$ cat src/rtl/serial_byte_sink.sv
module serial_byte_sink #(
  parameter int HALF_DIV = 4,
  parameter int CNT_W    = 8
) (
  input  logic             clk,
  input  logic             rst_n,
  input  logic             frame_req,
  input  logic [CNT_W-1:0] frame_bytes,
  input  logic             buf_ready,
  output logic             sclk,
  output logic             sclk_rise,
  output logic             sclk_fall,
  output logic             frm,
  output logic             dreq,
  input  logic             bs,
  input  logic             sdata,
  output logic [7:0]       byte_data,
  output logic             byte_valid,
  output logic             byte_last,
  output logic             strobe_err
);

  localparam int DW  = (HALF_DIV > 1) ? $clog2(HALF_DIV) : 1;
  localparam int CW1 = CNT_W + 1;

  logic [DW-1:0]    div_cnt;
  logic             tick;
  logic             pend;
  logic             in_frame;
  logic [2:0]       bits_left;
  logic [6:0]       shreg;
  logic [CNT_W-1:0] cnt;
  logic             shifting;
  logic             want_now;
  logic             want_next;
  logic [CW1-1:0]   cnt_plus;

  assign tick      = (div_cnt == DW'(HALF_DIV - 1));
  assign sclk_rise = tick & ~sclk;
  assign sclk_fall = tick & sclk;
  assign shifting  = (bits_left != 3'd0);
  assign cnt_plus  = {1'b0, cnt} + CW1'(1);
  assign want_now  = in_frame & buf_ready & (cnt < frame_bytes);
  assign want_next = in_frame & buf_ready & (cnt_plus < {1'b0, frame_bytes});

  always_ff @(posedge clk) begin
    if (!rst_n) begin
      div_cnt <= '0;
      sclk    <= 1'b0;
    end else if (tick) begin
      div_cnt <= '0;
      sclk    <= ~sclk;
    end else begin
      div_cnt <= div_cnt + 1'b1;
    end
  end

  always_ff @(posedge clk) begin
    if (!rst_n) begin
      pend       <= 1'b0;
      in_frame   <= 1'b0;
      frm        <= 1'b0;
      dreq       <= 1'b0;
      bits_left  <= 3'd0;
      shreg      <= '0;
      cnt        <= '0;
      byte_data  <= '0;
      byte_valid <= 1'b0;
      byte_last  <= 1'b0;
      strobe_err <= 1'b0;
    end else begin
      byte_valid <= 1'b0;
      byte_last  <= 1'b0;
      pend       <= (pend & ~sclk_rise) | frame_req;

      if (sclk_rise) begin
        frm <= pend;
        if (shifting) begin
          shreg     <= {shreg[5:0], sdata};
          bits_left <= bits_left - 3'd1;
          if (bits_left == 3'd1) begin
            byte_data  <= {shreg, sdata};
            byte_valid <= 1'b1;
            byte_last  <= (cnt_plus == {1'b0, frame_bytes});
          end
        end else if (bs) begin
          if (dreq) begin
            shreg     <= {6'b0, sdata};
            bits_left <= 3'd7;
          end else begin
            strobe_err <= 1'b1;
          end
        end
        if (pend) begin
          cnt      <= '0;
          in_frame <= 1'b1;
        end else if (bits_left == 3'd1) begin
          cnt <= cnt + 1'b1;
        end
      end

      if (sclk_fall) begin
        if (!shifting)              dreq <= dreq | want_now;
        else if (bits_left == 3'd1) dreq <= want_next;
        else                        dreq <= 1'b0;
      end
    end
  end

  a_r1_rise_drives_high: assert property (@(posedge clk) disable iff (!rst_n)
    sclk_rise |=> sclk);
  a_r1_fall_drives_low: assert property (@(posedge clk) disable iff (!rst_n)
    sclk_fall |=> !sclk);
  a_r3_frm_moves_on_rise: assert property (@(posedge clk) disable iff (!rst_n)
    ($rose(frm) || $fell(frm)) |-> $past(sclk_rise));
  a_r4_dreq_rises_on_fall: assert property (@(posedge clk) disable iff (!rst_n)
    $rose(dreq) |-> $past(sclk_fall));
  a_r4_dreq_held_until_strobe: assert property (@(posedge clk) disable iff (!rst_n)
    (dreq && !shifting) |=> dreq);
  a_r5_valid_single_cycle: assert property (@(posedge clk) disable iff (!rst_n)
    byte_valid |=> !byte_valid);
  a_r7_last_with_valid: assert property (@(posedge clk) disable iff (!rst_n)
    byte_last |-> byte_valid);
  a_r8_err_sticky: assert property (@(posedge clk) disable iff (!rst_n)
    strobe_err |=> strobe_err);

endmodule

$ cat config.mk
export PLATFORM = sky130hd
export DESIGN_NAME = serial_byte_sink
export DESIGN_NICKNAME = d
export VERILOG_FILES = /design/src/rtl/serial_byte_sink.sv
export SDC_FILE = /design/constraint.sdc
export NUM_CORES = 1
export LEC_CHECK = 0
export BUFFER_PORTS_ARGS = -buffer_cell sky130_fd_sc_hd__buf_2
export CAP_MARGIN = 20
export CORE_ASPECT_RATIO = 2
export CORE_MARGIN = 2
export CORE_UTILIZATION = 50
export CTS_BUF_LIST = sky130_fd_sc_hd__clkbuf_8
export DETAILED_ROUTE_END_ITERATION = 8
export GPL_TIMING_DRIVEN = 1
export PLACE_DENSITY_LB_ADDON = 0.15
export REMOVE_ABC_BUFFERS = 1
export SYNTH_ARGS = -nofsm -noshare
export SYNTH_HDL_FRONTEND = slang
export SYNTH_SLANG_ARGS = --single-unit
$ cat constraint.sdc
create_clock -name clk -period 2.33 [get_ports clk]
set_input_delay 0.1165 -clock clk [delete_from_list [all_inputs] [get_ports clk]]
set_output_delay 0.1165 -clock clk [all_outputs]
set_load 0.03 [all_outputs]
[Word-level counts from Yosys, hierarchy flattened]
Cells that the tools add are included.
Widths: inputs -> output; s select.
Storage, ports and cells
  flip-flop bits (word level): 36
  bits of input ports: 14
  output and inout port bits: 16
Cells by class
  add/sub/neg operators: 4
  order comparisons: 2
  equal/unequal tests: 3
  muxes and demuxes: 11
  bitwise logic cells: 13
  reductions and logical operators: 12
Operator list (number)
  $mux 7: 3
  $mux 8: 2
  $add 8x1->9 const B: 1
  $eq 9x8->1: 1
  $lt 9x8->1: 1
  $mux 3: 3
  $reduce_and 3->1: 3
  $add 8x1->8 const B: 1
  $lt 8x8->1: 1
  $reduce_and 4->1: 2
  $and 1x1->1: 6
  $reduce_bool 2->1: 3
  $not 1->1: 5
  $reduce_and 2->1: 2
  $eq 3x1->1 const B: 1
  $mux 1: 3
  $reduce_bool 3->1: 1
  $sub 3x1->3 const B: 1
  $add 2x1->2 const B: 1
  $eq 2x2->1 const B: 1
  $or 1x1->1: 2
  $reduce_or 2->1: 1

[Longest topological paths before layout]
  depth in word-level cells: 5
  mapped depth: 9

[Worst setup path after synthesis]
Ideal clock, no wire load.
  path type: reg-to-reg
  start: register cnt[0]
  end: register dreq
  arrival time: 1.772 ns
  required time: 2.252 ns
  setup slack: 0.480 ns
  stages on the path, launching flop included: 10
  buffers on the path: 0
  cell sequence: dfxtp_1 ha_1 nand3_1 nor2_1 xor2_1 ha_1 a21o_1 a21oi_1 o2111ai_1 a32oi_1
On the way
  word-level cells in the longest chain between the ends: 5
  elaborated cells on any way between the ends: 8
  those cells by class: add/sub: 1; order compare: 2; mux: 2; bitwise: 3
Ends and longest elaborated chain
  from (decl): RTL line 32  | logic [CNT_W-1:0] cnt;
  from (signal assigned): RTL line 98  | cnt <= cnt + 1'b1;
  $add 8x1->9: RTL line 42  | assign cnt_plus = {1'b0, cnt} + CW1'(1);
  $lt 9x8->1: RTL line 44  | assign want_next = in_frame & buf_ready & (cnt_plus < {1'b0, frame_bytes});
  $and 1x1->1: RTL line 44
  $mux 1: RTL line 104  | else if (bits_left == 3'd1) dreq <= want_next;
  $mux 1 *: RTL line 103  | if (!shifting) dreq <= dreq | want_now;
  to (signal assigned): RTL line 103
  to (signal assigned): RTL line 104
  to (decl): RTL line 14  | output logic dreq,
Mark *: on every way between the ends. The rest lies on a longest branch, timed or not.
A chain may end at the register's enable or synchronous reset.

[Worst setup path in the final report]
Same ends and word-level chain as after synthesis.

==> flow_metrics.py <==
metrics = {
    "floorplanning": {
        "start_util_pct": 52.1,
        "num_rows": 31,
        "io_pins": 30,
        "die_area_um2": 4340,
        "core_area_um2": 3650,
        "die_y_um": 91.2,
        "die_w_um": 47.6,
    },
    "routing": {
        "first_pass_iters": 4,
        "route.detailed.drc": 0,
        "vias": 1515,
        "viasPerCell": 5.28,
        "wl_per_cell_um": 14.0,
        "initialDrtViolationCount": 35,
        "routed_wl_um": 4030,
        "ant_nets": 0,
    },
    "yosys": {
        "synthArstFlopShare_pct": 0,
        "synthTopCellsByArea": "dfxtp_1 (38%), ha_1 (14%), nor2b_1 (8.6%)",
        "synth_seq_cells": 36,
        "yosysTopAreaCell": "dfxtp_1",
        "ys.flop_type": "dfxtp_1",
        "synth_edf_count": 0,
        "synth_cell_types": 39,
        "yosysTopAreaCellShare_pct": 37.9,
        "syn_area_um2": 1900,
        "synth_area_per_cell_um2": 9.27,
        "yosys_warnings": 0,
        "synth-seq-area-share_pct": 37.9,
        "postSynthCellCount": 205,
    },
    "power": {
        "p_int_w": 0.000970,
        "p_sw_share_pct": 21.5,
        "switchingPower_w": 0.000265,
        "peakVddDrop_uv": 584,
        "leakagePower_nw": 0.978,
        "combPwrFrac_pct": 6.5,
        "p_seq_share_pct": 51.0,
        "cellPowerDensity_nw_per_um2": 562,
        "p_clk_share_pct": 42.5,
    },
    "final_layout": {
        "drive_gt1_share_pct": 18.5,
        "fin_area_um2": 2200,
        "fill_cells": 363,
        "nets": 272,
        "syn_to_final_growth_pct": 15.7,
        "multi_input_area_um2": 1110,
        "antenna_cells": 0,
        "regArea_um2": 721,
    },
    "clocking": {
        "cts_tree": "done",
        "ctsHoldBuffers": 0,
        "cts_buffer_depth": 2,
        "cts_inserted_buffers": 5,
        "cts_max_level": 2,
        "clock-sinks": 36,
        "cts-root-buf": "clkbuf_8",
        "cts.reportedPaths.clkPinSlew_ns": 0.07,
        "clk_latency_ns": 0.28,
    },
    "sta": {
        "rsz0062_at_grt": "no",
        "finalSetupViolations": 0,
        "finalCritPeriodShare_pct": 89.4,
        "max-slew-margin-rel_pct": 63.0,
        "hold_ws_ns": 0.0693,
        "worst_pin_slew_ns": 0.552,
        "skew_ns": 0.00598,
        "drv_slew": 0,
        "setup-tns-final_ns": 0,
        "layout_min_cycle_time_ns": 2.08,
        "fmax_mhz": 480,
        "hold_viol_final": 0,
    },
    "critical_path": {
        "crit_type": "register to register",
        "startpoint": "cnt[0]",
        "critical_path_required_ns": 2.54,
        "worstPathMaxFanout": 6,
        "crit_arrival_ns": 2.29,
        "end_kind": "register",
        "cp-start-kind": "register",
        "r2r_start": "cnt[0]",
    },
    "grt": {
        "grt_max_degree": 38,
        "antenna_found_initial": 0,
        "grt.overflow.total": 0,
        "grt_pass1_wl_um": 6420,
        "grt_usage_pct": 20.5,
        "grt_pass1_vias": 1463,
    },
    "place": {
        "hpwlAfterDp_um": 3130,
        "gp_congestion": 0.826,
        "placed_cell_area_um2": 2080,
        "numPortBuffers": 29,
    },
    "outcome": {
        "status": "finished, final reports clean",
    },
    "worst_hold_path": {
        "hold_class": "input pin to register",
        "min-delay-start": "frame_req",
    },
    "run": {
        "cap_violations": 0,
    },
}
synthesized netlist by cell type, types with 2 or more instances:
cell type  number
clkbuf_1        3
nor3b_1         2
a21o_1          3
dfxtp_1        36
nor2b_1        26
nor4_1          2
a21oi_1         8
mux2i_1         8
inv_1          12
and3_1          3
o211a_1         2
xor2_1          3
nor2_1          8
a21boi_0        3
xnor2_1         3
nor3_1          2
ha_1           21
nand3_1         3
nand2_1        18
a22oi_1        11
o21ai_0         6
nand2b_1        5
cells by family after synthesis:
kind of cell | synth area share [%]
AOI/OAI and AO/OA | 14.2
xor gates and xnor gates | 2.77
and+or+nand+nor | 22.3
adders and majority gates | 13.8
DFF | 37.9
muxes | 4.81
buffers and inverters | 4.21
worst max-delay path, cell delays in order, from the launching register on:
cell and delay (ns):
dfxtp_1 0.41, ha_1 0.21, nand3_1 0.14, nor2_1 0.16, xor2_1 0.22, ha_1 0.28, a21o_1 0.16, a21oi_1 0.15
o2111ai_1 0.12, a32oi_1 0.16
power groups by stage:
stage	logic [W]	clock network, W	registers [W]
after floorplan	0.0000422	0	0.000648
after global placement	0.0000796	0	0.000644
after detailed placement	0.0000799	0	0.000644
after CTS	0.0000802	0.000543	0.000630
after global routing	0.0000887	0.000575	0.000630
final	0.0000809	0.000525	0.000630
flip-flops by register name, indices dropped and copies added, names as in the netlist, 2 cells and up:
name       count
div_cnt        2
bits_left      3
byte_data      8
shreg          7
cnt            8
layout by cell type, fill, tap and decap left out, types with 8 or more instances in the layout:
master,instances
a22oi_1,11
buf_2,29
inv_1,13
dfxtp_1,36
nor2_1,8
nand2_1,18
ha_1,21
a21oi_1,8
mux2i_1,8
nor2b_1,26
layout make-up:
cell class                      instances  share of cell area (%)
Clock buffer                            5                    3.13
Clock inverter                          3                    1.76
Inverter                               13                    2.28
Multi-Input combinational cell        151                    50.3
Sequential cell                        36                    32.8
Tap cell                               49                    2.79
Timing Repair Buffer                   30                    6.94
path summary, 6_finish.rpt:
check / end / slack [ns] / cells past startpoint
max: dreq / 0.25 / 9
min: pend / 0.07 / 3
max reg2reg: dreq / 0.25 / 9
min reg2reg: div_cnt[0] / 0.43 / 1
metrics by stage:
step | utilization [%] | instances | setup WS, ns | total power, W
final | 60.3 | 287 | 0.247 | 0.00124
after CTS | 60.1 | 287 | 0.210 | 0.00125
after global routing | 60.3 | 287 | 0.0219 | 0.00129
after detailed placement | 57.2 | 279 | 0.229 | 0.000724
after floorplan | - | 200 | 0.165 | 0.000690
after global placement | 57.2 | 279 | 0.311 | 0.000723
what timing repair did:
action,in CTS,in global routing
setup endpoints to repair,0,1
setup buffers,0,0
endpoints found under the hold margin,0,0
gates resized for setup,0,1
layer usage:
layer	vias to the layer above	wire length [um]	GRT usage, %	share of wire (%)
li1	774	-	-	-
met1	691	1460	21.0	36
met2	36	2290	36.7	57
met3	14	119	3.98	3.0
met4	0	162	9.23	4.0
met5	-	0	0	0
Power figures use the tool's default switching activity.
